===== src/rtl/ilk_pkg.sv =====
package ilk_pkg;
    parameter int ALU_W  = 4;
    parameter int MODE_W = 4;
    parameter int REG_W  = 4;
    parameter int EA_W   = 16;
    localparam int INSTR_W = ALU_W + MODE_W + 2 * REG_W + EA_W;
    localparam int NSLOT   = 4;   // AC, OF, OP, OS
    localparam int NDN     = 3;   // writer slots downstream of AC
    localparam int NMEM    = NDN - 1; // writer slots downstream of OF

    // mode bit positions
    localparam int B_RD_REG = 3;
    localparam int B_RD_MEM = 2;
    localparam int B_WR_REG = 1;
    localparam int B_WR_MEM = 0;

    typedef struct packed {
        logic              vld;
        logic [ALU_W-1:0]  alu;
        logic [MODE_W-1:0] mode;
        logic [REG_W-1:0]  r;
        logic [REG_W-1:0]  x;
        logic [EA_W-1:0]   ea;
    } slot_t;

    typedef struct packed {
        slot_t ac;
        slot_t of;
        slot_t op;
        slot_t os;
    } pipe_t;

    typedef enum logic [1:0] {
        ADV_ALL     = 2'd0,
        ADV_AC_HOLD = 2'd1,
        ADV_OF_HOLD = 2'd2
    } adv_e;

    localparam slot_t BUBBLE = '0;

    function automatic slot_t unpack_instr(input logic [INSTR_W-1:0] w);
        slot_t s;
        s.vld  = 1'b1;
        s.ea   = w[EA_W-1:0];
        s.x    = w[EA_W +: REG_W];
        s.r    = w[EA_W + REG_W +: REG_W];
        s.mode = w[EA_W + 2 * REG_W +: MODE_W];
        s.alu  = w[INSTR_W-1 -: ALU_W];
        return s;
    endfunction
endpackage


===== src/rtl/ilk_wr_match.sv =====
module ilk_wr_match #(
    parameter int TAG_W = 4
) (
    input  logic             en,
    input  logic [TAG_W-1:0] tag,
    input  logic [TAG_W-1:0] probe,
    output logic             hit
);
    always_comb begin
        hit = en && (tag == probe);
    end
endmodule


===== src/rtl/ilk_hazard.sv =====
module ilk_hazard
    import ilk_pkg::*;
(
    input  logic                       ac_need_idx,
    input  logic [REG_W-1:0]           ac_x,
    input  logic                       of_need_reg,
    input  logic                       of_need_mem,
    input  logic [REG_W-1:0]           of_r,
    input  logic [EA_W-1:0]            of_ea,
    input  logic [NDN-1:0]             wr_reg,
    input  logic [NDN-1:0][REG_W-1:0]  reg_tag,
    input  logic [NMEM-1:0]            wr_mem,
    input  logic [NMEM-1:0][EA_W-1:0]  mem_tag,
    output logic                       of_hit,
    output logic                       ac_hit
);
    logic [NDN-1:0]  idx_hit;
    logic [NDN-1:0]  reg_hit;
    logic [NMEM-1:0] mem_hit;

    for (genvar k = 0; k < NDN; k++) begin : g_dn
        ilk_wr_match #(.TAG_W(REG_W)) u_idx (
            .en    (wr_reg[k]),
            .tag   (reg_tag[k]),
            .probe (ac_x),
            .hit   (idx_hit[k])
        );
        if (k == 0) begin : g_self
            assign reg_hit[k] = 1'b0;
        end else begin : g_later
            ilk_wr_match #(.TAG_W(REG_W)) u_reg (
                .en    (wr_reg[k]),
                .tag   (reg_tag[k]),
                .probe (of_r),
                .hit   (reg_hit[k])
            );
            ilk_wr_match #(.TAG_W(EA_W)) u_mem (
                .en    (wr_mem[k-1]),
                .tag   (mem_tag[k-1]),
                .probe (of_ea),
                .hit   (mem_hit[k-1])
            );
        end
    end

    always_comb begin
        of_hit = (of_need_reg && (|reg_hit)) || (of_need_mem && (|mem_hit));
        ac_hit = ac_need_idx && (|idx_hit);
    end
endmodule


===== src/rtl/ilk_ctrl.sv =====
module ilk_ctrl
    import ilk_pkg::*;
(
    input  logic of_hit,
    input  logic ac_hit,
    output adv_e adv,
    output logic of_freeze,
    output logic ac_freeze,
    output logic in_ready
);
    always_comb begin
        if (of_hit) begin
            adv = ADV_OF_HOLD;
        end else if (ac_hit) begin
            adv = ADV_AC_HOLD;
        end else begin
            adv = ADV_ALL;
        end
        of_freeze = (adv == ADV_OF_HOLD);
        ac_freeze = (adv == ADV_AC_HOLD);
        in_ready  = (adv == ADV_ALL);
    end
endmodule


===== src/rtl/ilk_pipe.sv =====
module ilk_pipe
    import ilk_pkg::*;
(
    input  logic               clk,
    input  logic               rst_n,
    input  logic               in_valid,
    input  logic [INSTR_W-1:0] in_instr,
    output logic               in_ready,
    output logic               of_freeze,
    output logic               ac_freeze,
    output logic [NSLOT-1:0]   stage_valid,
    output logic [ALU_W-1:0]   os_alu,
    output logic [MODE_W-1:0]  os_mode,
    output logic [REG_W-1:0]   os_r,
    output logic [REG_W-1:0]   os_x,
    output logic [EA_W-1:0]    os_ea,
    output logic               os_wr_reg,
    output logic               os_wr_mem
);
    pipe_t pipe_d, pipe_q;
    adv_e  adv;
    logic  of_hit, ac_hit;

    logic [NDN-1:0]             wr_reg;
    logic [NDN-1:0][REG_W-1:0]  reg_tag;
    logic [NMEM-1:0]            wr_mem;
    logic [NMEM-1:0][EA_W-1:0]  mem_tag;

    // writer predictions, index 0 is the slot nearest AC
    always_comb begin
        wr_reg[0]  = pipe_q.of.vld && pipe_q.of.mode[B_WR_REG];
        wr_reg[1]  = pipe_q.op.vld && pipe_q.op.mode[B_WR_REG];
        wr_reg[2]  = pipe_q.os.vld && pipe_q.os.mode[B_WR_REG];
        reg_tag[0] = pipe_q.of.r;
        reg_tag[1] = pipe_q.op.r;
        reg_tag[2] = pipe_q.os.r;
        wr_mem[0]  = pipe_q.op.vld && pipe_q.op.mode[B_WR_MEM];
        wr_mem[1]  = pipe_q.os.vld && pipe_q.os.mode[B_WR_MEM];
        mem_tag[0] = pipe_q.op.ea;
        mem_tag[1] = pipe_q.os.ea;
    end

    ilk_hazard u_hazard (
        .ac_need_idx (pipe_q.ac.vld && (pipe_q.ac.x != '0)),
        .ac_x        (pipe_q.ac.x),
        .of_need_reg (pipe_q.of.vld && pipe_q.of.mode[B_RD_REG]),
        .of_need_mem (pipe_q.of.vld && pipe_q.of.mode[B_RD_MEM]),
        .of_r        (pipe_q.of.r),
        .of_ea       (pipe_q.of.ea),
        .wr_reg      (wr_reg),
        .reg_tag     (reg_tag),
        .wr_mem      (wr_mem),
        .mem_tag     (mem_tag),
        .of_hit      (of_hit),
        .ac_hit      (ac_hit)
    );

    ilk_ctrl u_ctrl (
        .of_hit    (of_hit),
        .ac_hit    (ac_hit),
        .adv       (adv),
        .of_freeze (of_freeze),
        .ac_freeze (ac_freeze),
        .in_ready  (in_ready)
    );

    always_comb begin
        pipe_d    = pipe_q;
        pipe_d.os = pipe_q.op;
        case (adv)
            ADV_OF_HOLD: begin
                pipe_d.op = BUBBLE;
            end
            ADV_AC_HOLD: begin
                pipe_d.op = pipe_q.of;
                pipe_d.of = BUBBLE;
            end
            default: begin
                pipe_d.op = pipe_q.of;
                pipe_d.of = pipe_q.ac;
                pipe_d.ac = in_valid ? unpack_instr(in_instr) : BUBBLE;
            end
        endcase
    end

    always_ff @(posedge clk or negedge rst_n) begin
        if (!rst_n) begin
            pipe_q <= '0;
        end else begin
            pipe_q <= pipe_d;
        end
    end

    always_comb begin
        stage_valid = {pipe_q.os.vld, pipe_q.op.vld, pipe_q.of.vld, pipe_q.ac.vld};
        os_alu      = pipe_q.os.alu;
        os_mode     = pipe_q.os.mode;
        os_r        = pipe_q.os.r;
        os_x        = pipe_q.os.x;
        os_ea       = pipe_q.os.ea;
        os_wr_reg   = pipe_q.os.vld && pipe_q.os.mode[B_WR_REG];
        os_wr_mem   = pipe_q.os.vld && pipe_q.os.mode[B_WR_MEM];
    end
endmodule


===== config.mk =====
export PLATFORM = sky130hd
export DESIGN_NAME = ilk_pipe
export DESIGN_NICKNAME = d
export VERILOG_FILES = /design/src/rtl/ilk_pkg.sv /design/src/rtl/ilk_wr_match.sv /design/src/rtl/ilk_hazard.sv /design/src/rtl/ilk_ctrl.sv /design/src/rtl/ilk_pipe.sv
export SDC_FILE = /design/constraint.sdc
export NUM_CORES = 1
export LEC_CHECK = 0
export BUFFER_PORTS_ARGS = -buffer_cell sky130_fd_sc_hd__buf_2
export CORE_ASPECT_RATIO = 1.25
export CORE_MARGIN = 2
export CORE_UTILIZATION = 40
export DETAILED_ROUTE_END_ITERATION = 8
export GPL_TIMING_DRIVEN = 0
export SYNTH_ARGS = -nofsm -noshare
export SYNTH_HDL_FRONTEND = slang
export SYNTH_SLANG_ARGS = --single-unit

===== constraint.sdc =====
create_clock -name clk -period 2.68 [get_ports clk]
set_input_delay 0.402 -clock clk [delete_from_list [all_inputs] [get_ports clk]]
set_output_delay 0.402 -clock clk [all_outputs]
set_load 0.01 [all_outputs]

==> results by group <==
Clock network
  • Clk_lat worst skew: 420 ps
  • TritonCTS Sinks: about 130
  • CTS root buf: clkbuf_16
  • Htree depth: 4
  • Num CTS Buffers: 17
  • Clock transition at path regs: 60 ps
  • Longest Clk Path Bufs: 2
  • CTS tree: done

Logic synthesis
  • Number of synthesized flops with an enable pin: 0
  • Yosys reg bits: between 100 and 150
  • YS warnings: 0
  • Average instance area after synthesis: 11.8 sq um
  • Mux contribution to synthesized area: 0
  • Post-Synthesis Cell Area: 5310 sq um
  • XOR/XNOR Fraction of Synth Area: 0.0858
  • Async SR Flop Fraction: 1.00
  • Simple-gate share of the synthesized area: 0.119
  • Syn Inst Count: 450
  • Main combinational cell family by area after synthesis: simple AND/OR/NAND/NOR gates
  • Sequential area share after synthesis: 0.623
  • Synth Area in Compound Gates: 0.0936
  • Synth Net Count: 485
  • Adder-Cell Fraction of Synth Area: 0
  • Synth Flop Type: dfrtp_1
  • Post-synthesis cell type count: 29

Timing
  • Max Fclk: ~0.37 GHz
  • Final Hold Fails: 0
  • Relative slew slack: 0.642
  • RSZ-0062 raised after global routing: true
  • Final Slew Violations: 0
  • Post-layout min period: roughly 2700 ps
  • Fin crit share: 0.999
  • Actual slew at the worst max-slew pin: between 500 and 600 ps
  • Setup Skew: between 9 and 10 ps
  • Final setup viols: 0

Layout
  • Nets: between 500 and 600
  • Diode count: 0
  • Layout area overhead: 25.9%
  • Layout cells sized above 1: 0.323
  • Filler Cell Count: approximately 1200
  • Final core occ: 0.509
  • Register Area: 3310 sq um
  • Post-route design area: roughly 6700 sq um
  • Multi-input logic area: 1620 sq um

Global route
  • Largest net degree at the start of global routing: 96
  • First-pass GRT wire length: 18300 um
  • Vias in the first global route: roughly 3600
  • Total grt overflow: 0
  • Antenna violations before repair: 0
  • GRT Total Usage: 0.169

Worst setup path
  • CP arrival: between 2000 and 2500 ps
  • Critical path type: flip-flop to output port
  • Critical Path End Type: output port
  • Critical Path RT: between 2000 and 2500 ps
  • CP Launch Type: flip-flop
  • Crit-path max FO: 3
  • Ordered list of cells on the worst path: xor2_1 > nor4_1 > nand3_1 > nor3b_2 > a211o_1 > buf_6 > nand2b_4 > inv_2 > buf_6
  • Slowest cell on crit path: dfrtp_1
  • CP peak stage delay: approximately 420 ps
  • CP dominant cell by count: buf_6

Detailed routing
  • DR pass1 iterations: 4
  • DRT iter0 DRCs: roughly 140
  • DRC: 0
  • Via Count: around 3500
  • Routed WL per cell: 15.0 um
  • WL met2: 5230 um
  • Antenna Nets Post-Route: 0
  • Vias per Instance: about 4.7
  • Met1 WL: 5230 um
  • Highest routed layer: met4
  • Met3 routed WL: 494 um
  • Final wirelength: 11100 um

Power
  • Sequential power share: 0.456
  • Internal Power: 3.79 mW
  • Leakage: 3.41 nW
  • Net Sw Power: 1.20 mW
  • Switching share of power: 0.241
  • Worst VDD drop: between 0.4 and 0.5 mV
  • Comb power frac: 0.095
  • Cell Pwr Density: roughly 750 nW/um^2
  • Clk network pwr share: 0.449

Floorplanning
  • Die Y: between 100 and 150 um
  • Initial Util: 0.405
  • Die width: 107 um
  • Standard-cell row count: 47
  • CORE AREA: between 10000 and 15000 sq um
  • Die area: approximately 14000 sq um
  • Boundary pin count: 76

Placed design
  • Placed instance area: 5930 sq um
  • HPWL after detailed placement: 7660 um
  • I/O Buffers: 75
  • GP Congestion: roughly 0.84

Run
  • Max-cap viol count: 0

Hold path
  • Hold crit path type: input pin to flip-flop

Run status
  • Status: completed
-- cell type report --
cell class / instances / area share
Clock buffer: 20 / 0.0669
Buffer: 55 / 0.0584
Timing Repair Buffer: 94 / 0.0837
Sequential cell: 132 / 0.495
Tap cell: 171 / 0.0320
Clock inverter: 12 / 0.0195
Multi-Input combinational cell: 253 / 0.243
Inverter: 3 / 0.00169
-- worst max-delay path: cells and delay by family (launching register included) --
family          cells  cell delay, ps
simple gates        4             870
flops               1             420
buf+inv             3             270
xor+xnor            1             160
compound gates      1             150
-- placed cells by master, fill, tap and decap left out, drive strengths merged --
cell type and instances:
buf 141, dfrtp 132, nand2 67, xor2 41, o21ai 33, a22o 32, nor2b 31, clkbuf 27
xnor2 11, nor4 9, nand3 6, nor3 6, clkinvlp 5, inv 5, nor2 4, clkinv 3
and2 2, nand4 2, a21o 2, bufinv 2, a41o 1, nor3b 1, a211o 1, o41ai 1
or2 1, nand2b 1, o32ai 1, dlygate4sd3 1
-- flip-flops by register name, summed over array words and instances, names as in the netlist --
register / cells
pipe_q: 64
mem_tag: 16
os_ea: 16
pipe_d: 16
os_alu: 4
os_mode: 4
os_r: 4
os_x: 4
stage_valid: 4
-- cell families after synthesis --
family	after synthesis
AO/OA/AOI/OAI	71
XOR/XNOR	52
buffers and inverters	65
flip-flops	132
AND/OR/NAND/NOR	130
-- worst paths after layout --
path | startpoint | to | slack [ps] | cells after the start
max reg2reg | pipe_q[73]$_DFFE_PN0N_ | pipe_q[77]$_DFFE_PN0N_ | 180 | 12
min in group asynchronous | rst_n | os_mode[3]$_DFF_PN0_ | 460 | 2
min reg2reg | pipe_d[17]$_DFF_PN0_ | os_x[1]$_DFF_PN0_ | 350 | 0
max in group asynchronous | rst_n | pipe_q[126]$_DFFE_PN0N_ | 1450 | 3
min | in_instr[0] | pipe_q[99]$_DFFE_PN0N_ | 200 | 2
max | pipe_q[73]$_DFFE_PN0N_ | in_ready | 2 | 9
-- cell usage after synthesis, types with 2 or more instances --
cell type	count	share of area
buf_6	4	0.0085
a21o_1	2	0.0028
nor3_1	6	0.0057
nor4_1	9	0.011
dfrtp_1	132	0.62
buf_4	36	0.051
inv_1	3	0.0021
buf_1	5	0.0035
clkbuf_1	10	0.0071
nor2_1	3	0.0021
nand4_1	2	0.0024
xnor2_1	11	0.018
nor2b_1	31	0.037
nand2_1	67	0.047
nand3_1	6	0.0057
o21ai_0	33	0.031
xor2_1	41	0.068
and2_1	2	0.0024
buf_2	6	0.0057
a22o_1	32	0.053
-- power groups by stage --
| stage | registers, mW | clock network (mW) | logic, mW |
|---|---|---|---|
| after floorplan | 2.27 | 0 | 0.304 |
| after global placement | 2.30 | 0 | 0.455 |
| after detailed placement | 2.30 | 0 | 0.469 |
| after CTS | 2.28 | 2.27 | 0.478 |
| after global routing | 2.30 | 2.38 | 0.531 |
| final | 2.28 | 2.24 | 0.475 |
-- layer usage --
metal  up-vias  GRT usage
met5         -          0
met4         0     0.0657
met3        11     0.0478
met2        80      0.260
met1      1703      0.228
li1       1677          -
-- metrics by stage --
stage	setup TNS, ps	cells	worst slack (ps)	power [mW]	hold WS [ps]
finish	0	740	1.81	4.99	198
global route	-346	740	-125	5.21	195
global placement	-64610	696	-495	2.75	332
detailed placement	-355	697	-166	2.77	329
floorplan	0	450	373	2.57	106
CTS	-29.6	737	-21.1	5.03	191
-- timing repair --
item	in CTS	in global routing
hold buffers	1	0
setup endpoints to repair	3	35
resized for setup	18	9
endpoints found under the hold margin	37	0
pin swaps	13	10
setup buffers	14	3
Power figures use the tool's default switching activity.
